`src/rtl/tsu_pkg.sv`:
```
package tsu_pkg;
  localparam int NUM_CH = 2;
  localparam int TS_W = 64;

  localparam logic [7:0] ADDR_CTRL    = 8'h80;
  localparam logic [7:0] ADDR_EVT     = 8'h84;
  localparam logic [7:0] ADDR_MASK    = 8'h88;
  localparam logic [7:0] ADDR_STAT    = 8'h94;
  localparam logic [7:0] ADDR_THR     = 8'hAC;
  localparam logic [7:0] ADDR_TS_BASE = 8'hE0;

  localparam int POL_BIT = 8;
  localparam int THR_EVT_BIT = 20;
  localparam int CAP_EVT_BIT = 24;
  localparam int OVF_EVT_BIT = 28;
  localparam int VLD_BIT = 24;

  typedef struct packed {
    logic [NUM_CH-1:0] push;
    logic [NUM_CH-1:0] pop;
  } tsuStrobe_t;

  function automatic logic [31:0] evtBitsAll();
    logic [31:0] m;
    m = '0;
    for (int i = 0; i < NUM_CH; i++) begin
      m[THR_EVT_BIT+i] = 1'b1;
      m[CAP_EVT_BIT+i] = 1'b1;
      m[OVF_EVT_BIT+i] = 1'b1;
    end
    return m;
  endfunction
endpackage

```
`src/rtl/tsu_fifo.sv`:
```
module tsu_fifo #(
  parameter int DEPTH = 16,
  parameter int WIDTH = 64,
  localparam int PTR_W = (DEPTH > 1) ? $clog2(DEPTH) : 1,
  localparam int CNT_W = $clog2(DEPTH + 1)
) (
  input  logic             clk,
  input  logic             rstN,
  input  logic             push,
  input  logic             pop,
  input  logic [WIDTH-1:0] wrData,
  output logic [WIDTH-1:0] head,
  output logic [CNT_W-1:0] count,
  output logic             full,
  output logic             empty
);
  logic [WIDTH-1:0] mem [DEPTH];
  logic [PTR_W-1:0] wrPtr, rdPtr;

  function automatic logic [PTR_W-1:0] nextPtr(input logic [PTR_W-1:0] p);
    return (p == PTR_W'(DEPTH - 1)) ? '0 : p + PTR_W'(1);
  endfunction

  assign full  = (count == CNT_W'(DEPTH));
  assign empty = (count == '0);
  assign head  = mem[rdPtr];

  always_ff @(posedge clk) begin
    if (push) mem[wrPtr] <= wrData;
  end

  always_ff @(posedge clk) begin
    if (!rstN) begin
      wrPtr <= '0;
      rdPtr <= '0;
      count <= '0;
    end else begin
      if (push) wrPtr <= nextPtr(wrPtr);
      if (pop)  rdPtr <= nextPtr(rdPtr);
      if (push && !pop)      count <= count + CNT_W'(1);
      else if (pop && !push) count <= count - CNT_W'(1);
    end
  end

  // fill level never exceeds the depth
  a_r3_level_bound: assert property (@(posedge clk) disable iff (!rstN)
    count <= CNT_W'(DEPTH));

  // a push into a full queue only happens together with a removal
  a_r7_no_push_when_full: assert property (@(posedge clk) disable iff (!rstN)
    (push && full) |-> pop);
endmodule

```
`src/rtl/tsu_datapath.sv`:
```
module tsu_datapath import tsu_pkg::*; #(
  parameter int DEPTH = 16,
  localparam int CNT_W = $clog2(DEPTH + 1)
) (
  input  logic                              clk,
  input  logic                              rstN,
  input  tsuStrobe_t                        strobe,
  input  logic [TS_W-1:0]                   timeNow,
  output logic [NUM_CH-1:0][TS_W-1:0]       headTs,
  output logic [NUM_CH-1:0][CNT_W-1:0]      level,
  output logic [NUM_CH-1:0]                 fifoFull,
  output logic [NUM_CH-1:0]                 fifoEmpty
);
  for (genvar i = 0; i < NUM_CH; i++) begin : g_ch
    tsu_fifo #(.DEPTH(DEPTH), .WIDTH(TS_W)) uFifo (
      .clk    (clk),
      .rstN   (rstN),
      .push   (strobe.push[i]),
      .pop    (strobe.pop[i]),
      .wrData (timeNow),
      .head   (headTs[i]),
      .count  (level[i]),
      .full   (fifoFull[i]),
      .empty  (fifoEmpty[i])
    );
  end
endmodule

```
`src/rtl/tsu_ctrl.sv`:
```
module tsu_ctrl import tsu_pkg::*; #(
  parameter int DEPTH = 16,
  parameter int THR_W = 5,
  parameter int ADDR_W = 8,
  parameter int THR_RST = 7,
  localparam int CNT_W = $clog2(DEPTH + 1)
) (
  input  logic                          clk,
  input  logic                          rstN,
  input  logic [NUM_CH-1:0]             trigIn,
  input  logic                          regWrEn,
  input  logic                          regRdEn,
  input  logic [ADDR_W-1:0]             regAddr,
  input  logic [31:0]                   regWrData,
  output logic [31:0]                   regRdData,
  output logic                          irq,
  output tsuStrobe_t                    strobe,
  input  logic [NUM_CH-1:0][TS_W-1:0]   headTs,
  input  logic [NUM_CH-1:0][CNT_W-1:0]  level,
  input  logic [NUM_CH-1:0]             fifoFull,
  input  logic [NUM_CH-1:0]             fifoEmpty
);
  localparam logic [31:0] EVT_ALL = evtBitsAll();

  logic [NUM_CH-1:0] syncA, syncB, syncPrev;
  logic [NUM_CH-1:0] capEdge, ovfSet, thrSet;
  logic [NUM_CH-1:0] polSel;
  logic [NUM_CH-1:0] thrEvt, capEvt, ovfEvt;
  logic [NUM_CH-1:0] rdLo, rdHi;
  logic [31:0]       maskR, evtWord, statWord;
  logic [THR_W-1:0]  thrLevel;
  logic              evtWr;

  // Two-flop synchroniser plus one stage of history for edge detection
  always_ff @(posedge clk) begin
    if (!rstN) begin
      syncA <= '0;
      syncB <= '0;
      syncPrev <= '0;
    end else begin
      syncA <= trigIn;
      syncB <= syncA;
      syncPrev <= syncB;
    end
  end

  assign evtWr = regWrEn && (regAddr == ADDR_W'(ADDR_EVT));

  for (genvar i = 0; i < NUM_CH; i++) begin : g_ch
    logic [CNT_W:0] levelNext;

    assign capEdge[i] = polSel[i] ? (syncPrev[i] & ~syncB[i])
                                  : (syncB[i] & ~syncPrev[i]);
    assign rdLo[i] = regAddr == ADDR_W'(ADDR_TS_BASE + 8 * i);
    assign rdHi[i] = regAddr == ADDR_W'(ADDR_TS_BASE + 8 * i + 4);

    assign strobe.pop[i]  = regRdEn && rdHi[i] && !fifoEmpty[i];
    assign strobe.push[i] = capEdge[i] && (!fifoFull[i] || strobe.pop[i]);
    assign ovfSet[i]      = capEdge[i] && fifoFull[i] && !strobe.pop[i];

    assign levelNext = {1'b0, level[i]} + (CNT_W+1)'(strobe.push[i])
                     - (CNT_W+1)'(strobe.pop[i]);
    assign thrSet[i] = strobe.push[i] && (thrLevel != '0)
                     && (levelNext == (CNT_W+1)'(thrLevel));

    always_ff @(posedge clk) begin
      if (!rstN) begin
        thrEvt[i] <= 1'b0;
        capEvt[i] <= 1'b0;
        ovfEvt[i] <= 1'b0;
      end else begin
        thrEvt[i] <= thrSet[i]  | (thrEvt[i] & ~(evtWr & regWrData[THR_EVT_BIT+i]));
        capEvt[i] <= capEdge[i] | (capEvt[i] & ~(evtWr & regWrData[CAP_EVT_BIT+i]));
        ovfEvt[i] <= ovfSet[i]  | (ovfEvt[i] & ~(evtWr & regWrData[OVF_EVT_BIT+i]));
      end
    end

    // an empty queue is never popped
    a_r5_no_pop_empty: assert property (@(posedge clk) disable iff (!rstN)
      fifoEmpty[i] |-> !strobe.pop[i]);

    // a trigger flag stays set until a 1 is written to it
    a_r10_event_sticky: assert property (@(posedge clk) disable iff (!rstN)
      (capEvt[i] && !(evtWr && regWrData[CAP_EVT_BIT+i])) |=> capEvt[i]);

    // a dropped capture leaves the queue full
    a_r7_drop_keeps_full: assert property (@(posedge clk) disable iff (!rstN)
      ovfSet[i] |=> fifoFull[i]);

    // one level change yields one detected edge
    a_r2_single_edge: assert property (@(posedge clk) disable iff (!rstN)
      capEdge[i] |=> !capEdge[i]);
  end

  // Configuration registers
  always_ff @(posedge clk) begin
    if (!rstN) begin
      polSel   <= '0;
      maskR    <= '0;
      thrLevel <= THR_W'(THR_RST);
    end else if (regWrEn) begin
      if (regAddr == ADDR_W'(ADDR_CTRL)) polSel <= regWrData[POL_BIT +: NUM_CH];
      if (regAddr == ADDR_W'(ADDR_MASK)) maskR <= regWrData & EVT_ALL;
      if (regAddr == ADDR_W'(ADDR_THR))  thrLevel <= regWrData[THR_W-1:0];
    end
  end

  always_comb begin
    evtWord = '0;
    statWord = '0;
    for (int i = 0; i < NUM_CH; i++) begin
      evtWord[THR_EVT_BIT+i] = thrEvt[i];
      evtWord[CAP_EVT_BIT+i] = capEvt[i];
      evtWord[OVF_EVT_BIT+i] = ovfEvt[i];
      statWord[VLD_BIT+i] = !fifoEmpty[i];
    end
  end

  assign irq = |(evtWord & maskR);

  // Registered read data
  always_ff @(posedge clk) begin
    if (!rstN) begin
      regRdData <= '0;
    end else if (regRdEn) begin
      regRdData <= '0;
      if (regAddr == ADDR_W'(ADDR_CTRL)) regRdData <= 32'(polSel) << POL_BIT;
      if (regAddr == ADDR_W'(ADDR_EVT))  regRdData <= evtWord;
      if (regAddr == ADDR_W'(ADDR_MASK)) regRdData <= maskR;
      if (regAddr == ADDR_W'(ADDR_STAT)) regRdData <= statWord;
      if (regAddr == ADDR_W'(ADDR_THR))  regRdData <= 32'(thrLevel);
      for (int i = 0; i < NUM_CH; i++) begin
        if (rdLo[i] && !fifoEmpty[i]) regRdData <= headTs[i][31:0];
        if (rdHi[i] && !fifoEmpty[i]) regRdData <= headTs[i][63:32];
      end
    end
  end
endmodule

```
`src/rtl/trig_stamp_unit.sv`:
```
module trig_stamp_unit import tsu_pkg::*; #(
  parameter int DEPTH = 16,
  parameter int THR_W = 5,
  parameter int ADDR_W = 8,
  parameter int THR_RST = 7,
  localparam int CNT_W = $clog2(DEPTH + 1)
) (
  input  logic              clk,
  input  logic              rstN,
  input  logic [1:0]        trigIn,
  input  logic [63:0]       timeNow,
  input  logic              regWrEn,
  input  logic              regRdEn,
  input  logic [ADDR_W-1:0] regAddr,
  input  logic [31:0]       regWrData,
  output logic [31:0]       regRdData,
  output logic              irq
);
  tsuStrobe_t                    strobe;
  logic [NUM_CH-1:0][TS_W-1:0]   headTs;
  logic [NUM_CH-1:0][CNT_W-1:0]  level;
  logic [NUM_CH-1:0]             fifoFull, fifoEmpty;

  tsu_ctrl #(.DEPTH(DEPTH), .THR_W(THR_W), .ADDR_W(ADDR_W), .THR_RST(THR_RST)) uCtrl (
    .clk(clk), .rstN(rstN), .trigIn(trigIn),
    .regWrEn(regWrEn), .regRdEn(regRdEn), .regAddr(regAddr),
    .regWrData(regWrData), .regRdData(regRdData), .irq(irq),
    .strobe(strobe), .headTs(headTs), .level(level),
    .fifoFull(fifoFull), .fifoEmpty(fifoEmpty)
  );

  tsu_datapath #(.DEPTH(DEPTH)) uData (
    .clk(clk), .rstN(rstN), .strobe(strobe), .timeNow(timeNow),
    .headTs(headTs), .level(level), .fifoFull(fifoFull), .fifoEmpty(fifoEmpty)
  );
endmodule

```
`config.mk`:
```
export PLATFORM = sky130hd
export DESIGN_NAME = trig_stamp_unit
export DESIGN_NICKNAME = d
export VERILOG_FILES = /design/src/rtl/tsu_pkg.sv /design/src/rtl/tsu_fifo.sv /design/src/rtl/tsu_datapath.sv /design/src/rtl/tsu_ctrl.sv /design/src/rtl/trig_stamp_unit.sv
export SDC_FILE = /design/constraint.sdc
export NUM_CORES = 2
export LEC_CHECK = 0
export BUFFER_PORTS_ARGS = -buffer_cell sky130_fd_sc_hd__buf_4
export CORE_MARGIN = 10
export CORE_UTILIZATION = 25
export CTS_BUF_LIST = sky130_fd_sc_hd__clkbuf_8
export DETAILED_ROUTE_END_ITERATION = 8
export GPL_ROUTABILITY_DRIVEN = 0
export GPL_TIMING_DRIVEN = 0
export PLACE_DENSITY = 0.45
export SETUP_SLACK_MARGIN = 0.1
export SKIP_CTS_REPAIR_TIMING = 1
export SYNTH_ARGS = -nofsm -noshare
export SYNTH_HDL_FRONTEND = slang
export SYNTH_HIERARCHICAL = 1
export SYNTH_SLANG_ARGS = --single-unit
```
`constraint.sdc`:
```
create_clock -name clk -period 13.28 [get_ports clk]
set_input_delay 0 -clock clk [delete_from_list [all_inputs] [get_ports clk]]
set_output_delay 0 -clock clk [all_outputs]
set_load 0.005 [all_outputs]
```
# == Word level (Yosys, flattened, before mapping) ==
# Memory sizes are Yosys's and may differ from the RTL's. A register that Yosys moved wholly into a read port is not among the register bits.
# Index checks and enable logic that the tools add are counted.
# totals
memories,2
wordCells,152
inputBits,110
register_bits,83
ram_bits,2048
output_inout_bits,33
# op_classes
reduce_logical,42
bitwise,33
n_addsub,12
n_eq_ne,17
n_mux,27
# mem_list
memory,words,word_bits,read_ports,rd_clocked_by_memory_dff,wr,line,source
uData.g_ch[0].uFifo.mem,16,64,1,1,1,tsu_fifo.sv:17,logic [WIDTH-1:0] mem [DEPTH];
uData.g_ch[1].uFifo.mem,16,64,1,1,1,tsu_fifo.sv:17,
# op_table
op,n
two-way mux 32 bit,4
two-way mux 30 bit,4
"equality test 8 bit, second input constant",9
two-way mux 4 bit,8
OR reduction 32 bit,1
bitwise AND 30 bit,1
logical AND 1 bit,23
two-way mux 5 bit,4
"adder 4 x 1 -> 4 bit, second input constant",4
bitwise AND 1 bit,16
"equality test 4 bit, second input constant",4
adder 5 x 1 -> 6 bit,2
equality test 6 x 5 -> 1 bit,2
subtractor 6 x 1 -> 6 bit,2
"adder 5 x 1 -> 5 bit, second input constant",2
"equality test 5 bit, second input constant",2
logical NOT 5 bit,2
two-way mux 10 bit,1
NOT 1 bit,10
"subtractor 5 x 1 -> 5 bit, second input constant",2
logical NOT 1 bit,8
two-way mux 1 bit,6
bitwise OR 1 bit,6
AND reduction 2 bit,3
other kinds (3),5

# == Logic depth before layout (Yosys ltp) ==
# depth
depth_word,10
mapped_depth,15
depth_no_buf,15

# == Cells and area by module ==
# The synthesis kept the hierarchy.
# by_module_without_submodules
module,n_inst,area_per_inst_um2,seq_area_each_um2,cells_each
tsu_fifo,2,39146.3,31089.8,1668
tsu_ctrl,1,3802.4,1141.1,474

# == Worst setup path after synthesis ==
# Ideal clock, no wire load.
# synth_path
path_type,flip-flop to flip-flop
start,reg uData.g_ch[1].uFifo.count[1]
end,mem uData.g_ch[1].uFifo.mem[0][0] (enable)
synth_period_minus_slack_ns,4.160
path_buffers,1
setup_time_ns,0.429
path_slack_ns,9.120
required_ns,12.851
path_stages_with_launch,9
arrival_time_ns,3.732
path_cell_list,dfxtp_1 or4_1 nor2_1 nor4b_1 nand4_1 a21boi_0 clkbuf_1 nor3b_1 and2_1
# synth_lines
item,line,source
"start, declared",tsu_fifo.sv:13,"output logic [CNT_W-1:0] count,"
"start signal, assigned",tsu_fifo.sv:40,if (push && !pop) count <= count + CNT_W'(1);
"start signal, assigned",tsu_fifo.sv:41,else if (pop && !push) count <= count - CNT_W'(1);
"end, declared",tsu_fifo.sv:17,

==> summary.md <==
| Metric | Value |
|---|---|
| Outcome | finished clean |
| Max Slew Vio Count | 0 |
| Mapped cell area | just over 80000 µm² |
| Clock Path Buffers | 4 |
| CTS tree | yes |
| Via/cell ratio | around 4.7 |
| Final setup margin | 8310 ps |
| CP startpoint kind | flop |
| Final worst path period share | between 30% and 40% |
| #FFs+latches synth | 2139 |
| Antenna violations before repair | 18 |
| Post-Synthesis Cells | approximately 3800 |
| Final worst path period need | slightly below 5000 ps |
| Die ar. | about 350000 µm² |
| Post-route setup TNS | 0 ps |
| GR Util met3 | 3.32% |
| Crit path kind | reg -> reg |
| Cell with the largest stage delay on the worst path | and2_4 |
| Area contributors post-synth | edfxtp_1 (75%), mux4_2 (14%), a22oi_1 (2.4%), dfxtp_1 (2.2%), nand2_1 (0.88%) |
| Vias in the first global route | between 40000 and 50000 |
| Starting Density | roughly a quarter |
| Top_reg_cell synth | edfxtp_1 |
| Placed wire-length estimate | approximately 170000 µm |
| FF/Latch Area | 63300 µm² |
| Number of buffers and inverters on the critical path | 3 |
| Clock Skew | approximately 84 ps |
| GRT overflow | 0 |
| Final hold violation count | 0 |
| Area share of the largest cell type after synthesis | 74.9% |
| Biggest area consumer among synthesized cells | edfxtp_1 |
| Layout area overhead | 20.8% |
| Measured slew at the worst slew-check pin | roughly 1300 ps |
| Core area | about 330000 µm² |
| Top Usage Layer GRT | met2 |
| Most common cell after layout, fill and taps aside | edfxtp_1 |
| DRT Wirelength | ~260000 µm |
| Met2 Use GR | roughly a quarter |
| Nets | approximately 4800 |
| Number of synthesized flops with an enable pin | 2048 |
| WP data arrival | about 5700 ps |
| Final setup vio count | 0 |
| Die extent in y | slightly below 600 µm |
| Chip width | between 500 and 600 µm |
| Maximum clock frequency | around 200 MHz |
| Tot Pwr | around 0.013 W |
| Cell breakdown of the critical path | or4_1, nor2_1, nor4b_1, dlygate4sd3_1, nand4_1, a21boi_0, clkbuf_1, nor3b_1, and2_4, buf_16 |
| Syn_area_per_cell | between 20 and 25 µm² |
| First-pass GRT wire length | 358000 µm |
| Num ports | roughly 140 |
| Clock Sinks | approximately 2100 |
| Syn. warnings | 6 |
| Async S/R FF share, synth | 0% |
| Grt met1 use | between 10% and 20% |
| All-Layer GR Usage | ~15% |
| Critical path capture point type | flop |
| Pwr/cell area | around 130 nW/µm² |
| Rel. slew slack | between 10% and 20% |
| CP max stage delay | between 600 and 700 ps |
| Worst endpoint required time | between 10000 and 15000 ps |
| Unrepaired setup endpoints after global routing | false |
| Leak Pwr | about 31 nW |
| Pin count of the biggest net entering global routing | 39 |
| First-pass DRT Iterations | 8 |
| # DRC | 0 |
| MaxCap Viol Count | 0 |
| Root Buffer | clkbuf_8 |
| Share of layout cells above drive strength 1 | 26.0% |
| Wire per inst | 28.7 µm |
| Clk pin slew, worst setup/hold paths | 60 ps |
| Yosys cell types | 71 |
| Post-place setup slack | about 8700 ps |
| Sequential fraction of the synthesis area | about 77% |
| I/O Buffers | 121 |
| Syn_nets | around 4000 |
| 1st-iter DRT viols | between 4000 and 5000 |
| Max FO, Critical Path | 37 |
| Worst hold path type | in -> reg |
| Most frequent cells in the layout | edfxtp_1 (2048), mux4_2 (512), clkbuf_8 (394) |
| Vias | about 43000 |
| VDD IR-drop max | between 0.08 and 0.09 mV |
| Fillcell total | ~32000 |
| Clock Latency Late Sink | ~1100 ps |
| Num CTS Buffers | around 380 |
| Multi-input logic area | ~18000 µm² |
| Site Rows | 210 |
| CTS H-tree lvls | 5 |
| Worst path top cell family by delay | simple AND/OR/NAND/NOR gates |
| Final ANT Viol Nets | 0 |
## final cells by class
| cell class | instances | share of cell area (%) |
|---|---|---|
| Clock inverter | 261 | 1.13 |
| Inverter | 33 | 0.125 |
| Buffer | 203 | 1.08 |
| Antenna cell | 8 | 0.0202 |
| Tap cell | 4346 | 5.48 |
| Multi-Input combinational cell | 1435 | 17.8 |
| Clock buffer | 394 | 5.47 |
| Timing Repair Buffer | 416 | 4.99 |
| Sequential cell | 2139 | 63.9 |
## worst register-to-register path: cells and delay by family, from the launching register on
kind / cells / cell delay (ps)
AO/OA/AOI/OAI: 1 / 630
AND/OR/NAND/NOR: 6 / 1980
buffers and inverters: 3 / 1300
flip-flops: 1 / 510
## power by group
part | internal, W | switching, W | leakage [nW]
sequential | 0.00741 | 0.0000154 | 19.2
clock | 0.00278 | 0.00267 | 3.87
combinational | 0.000135 | 0.000230 | 7.94
## kinds of logic (layout without fill, tap and decap cells)
logic type	after synthesis	count (layout)	synth area share [%]
xor gates and xnor gates	24	24	0.256
DFF	2139	2139	77.1
other	0	8	0
buffers and inverters	236	1307	1.45
muxes	527	527	14.2
adders and majority gates	34	34	0.555
and+or+nand+nor	400	400	2.44
AOI/OAI and AO/OA	450	450	3.93
## synthesized netlist by cell type (5+ instances only)
master / n
a21boi_0: 13
a21oi_1: 41
a221oi_1: 10
a222oi_1: 10
a22o_1: 19
a22oi_1: 261
a31oi_1: 20
and2_1: 55
and3_1: 6
buf_1: 26
buf_2: 32
buf_4: 13
buf_6: 29
clkbuf_1: 102
dfxtp_1: 91
edfxtp_1: 2048
ha_1: 30
inv_1: 33
mux2i_1: 12
mux4_2: 512
nand2_1: 193
nand2b_1: 7
nand3_1: 35
nor2_1: 42
nor2b_1: 16
nor3_1: 5
o21a_1: 5
o21ai_0: 40
o2bb2ai_1: 6
o31ai_1: 5
xnor2_1: 18
xor2_1: 6
## through the flow
| step | std cells | area (µm²) | util (%) | hold WS (ps) |
|---|---|---|---|---|
| 3_3_place_gp | 8277 | 88400 | 27.0 | 283 |
| 2_1_floorplan | 3810 | 82100 | - | 98.9 |
| 3_5_place_dp | 8315 | 89600 | 27.4 | 281 |
| 5_1_grt | 9232 | 99100 | 30.3 | 19.2 |
| 4_1_cts | 8970 | 96100 | 29.4 | -922 |
| 6_report | 9235 | 99100 | 30.3 | 59.0 |
## per-layer routing
metal,share of wire (%),wire (µm),vias to the layer above
met5,0.014,37,-
met2,47,125000,1626
met4,2.7,7180,6
met1,43,115000,23482
li1,-,-,17758
met3,6.7,17600,367
## path summary, 6_finish.rpt
path / endpoint / startpoint / cells after the start / slack [ps]
max reg2reg: uData/g_ch[1].uFifo/mem[1][4] / uData/g_ch[1].uFifo/count[1] / 10 / 8310
max: uData/g_ch[1].uFifo/mem[1][4] / uData/g_ch[1].uFifo/count[1] / 10 / 8310
min: uCtrl/evtWord[20] / regWrData[20] / 5 / 60
min reg2reg: uCtrl/syncB[1] / uCtrl/syncA[1] / 1 / 440
## registers in the layout, summed over array words and instances, names as in the netlist, named ones only
name	count
uData/g_ch.uFifo/mem	2048
uCtrl/regRdData	32
uData/g_ch.uFifo/count	10
uData/g_ch.uFifo/rdPtr	8
uData/g_ch.uFifo/wrPtr	8
uCtrl/maskR	6
uCtrl/thrLevel	5
uCtrl/evtWord	4
uCtrl/capEvt	2
uCtrl/polSel	2
uCtrl/syncA	2
uCtrl/syncB	2
uCtrl/syncPrev	2
No activity file was read; power rests on OpenSTA's default activity.
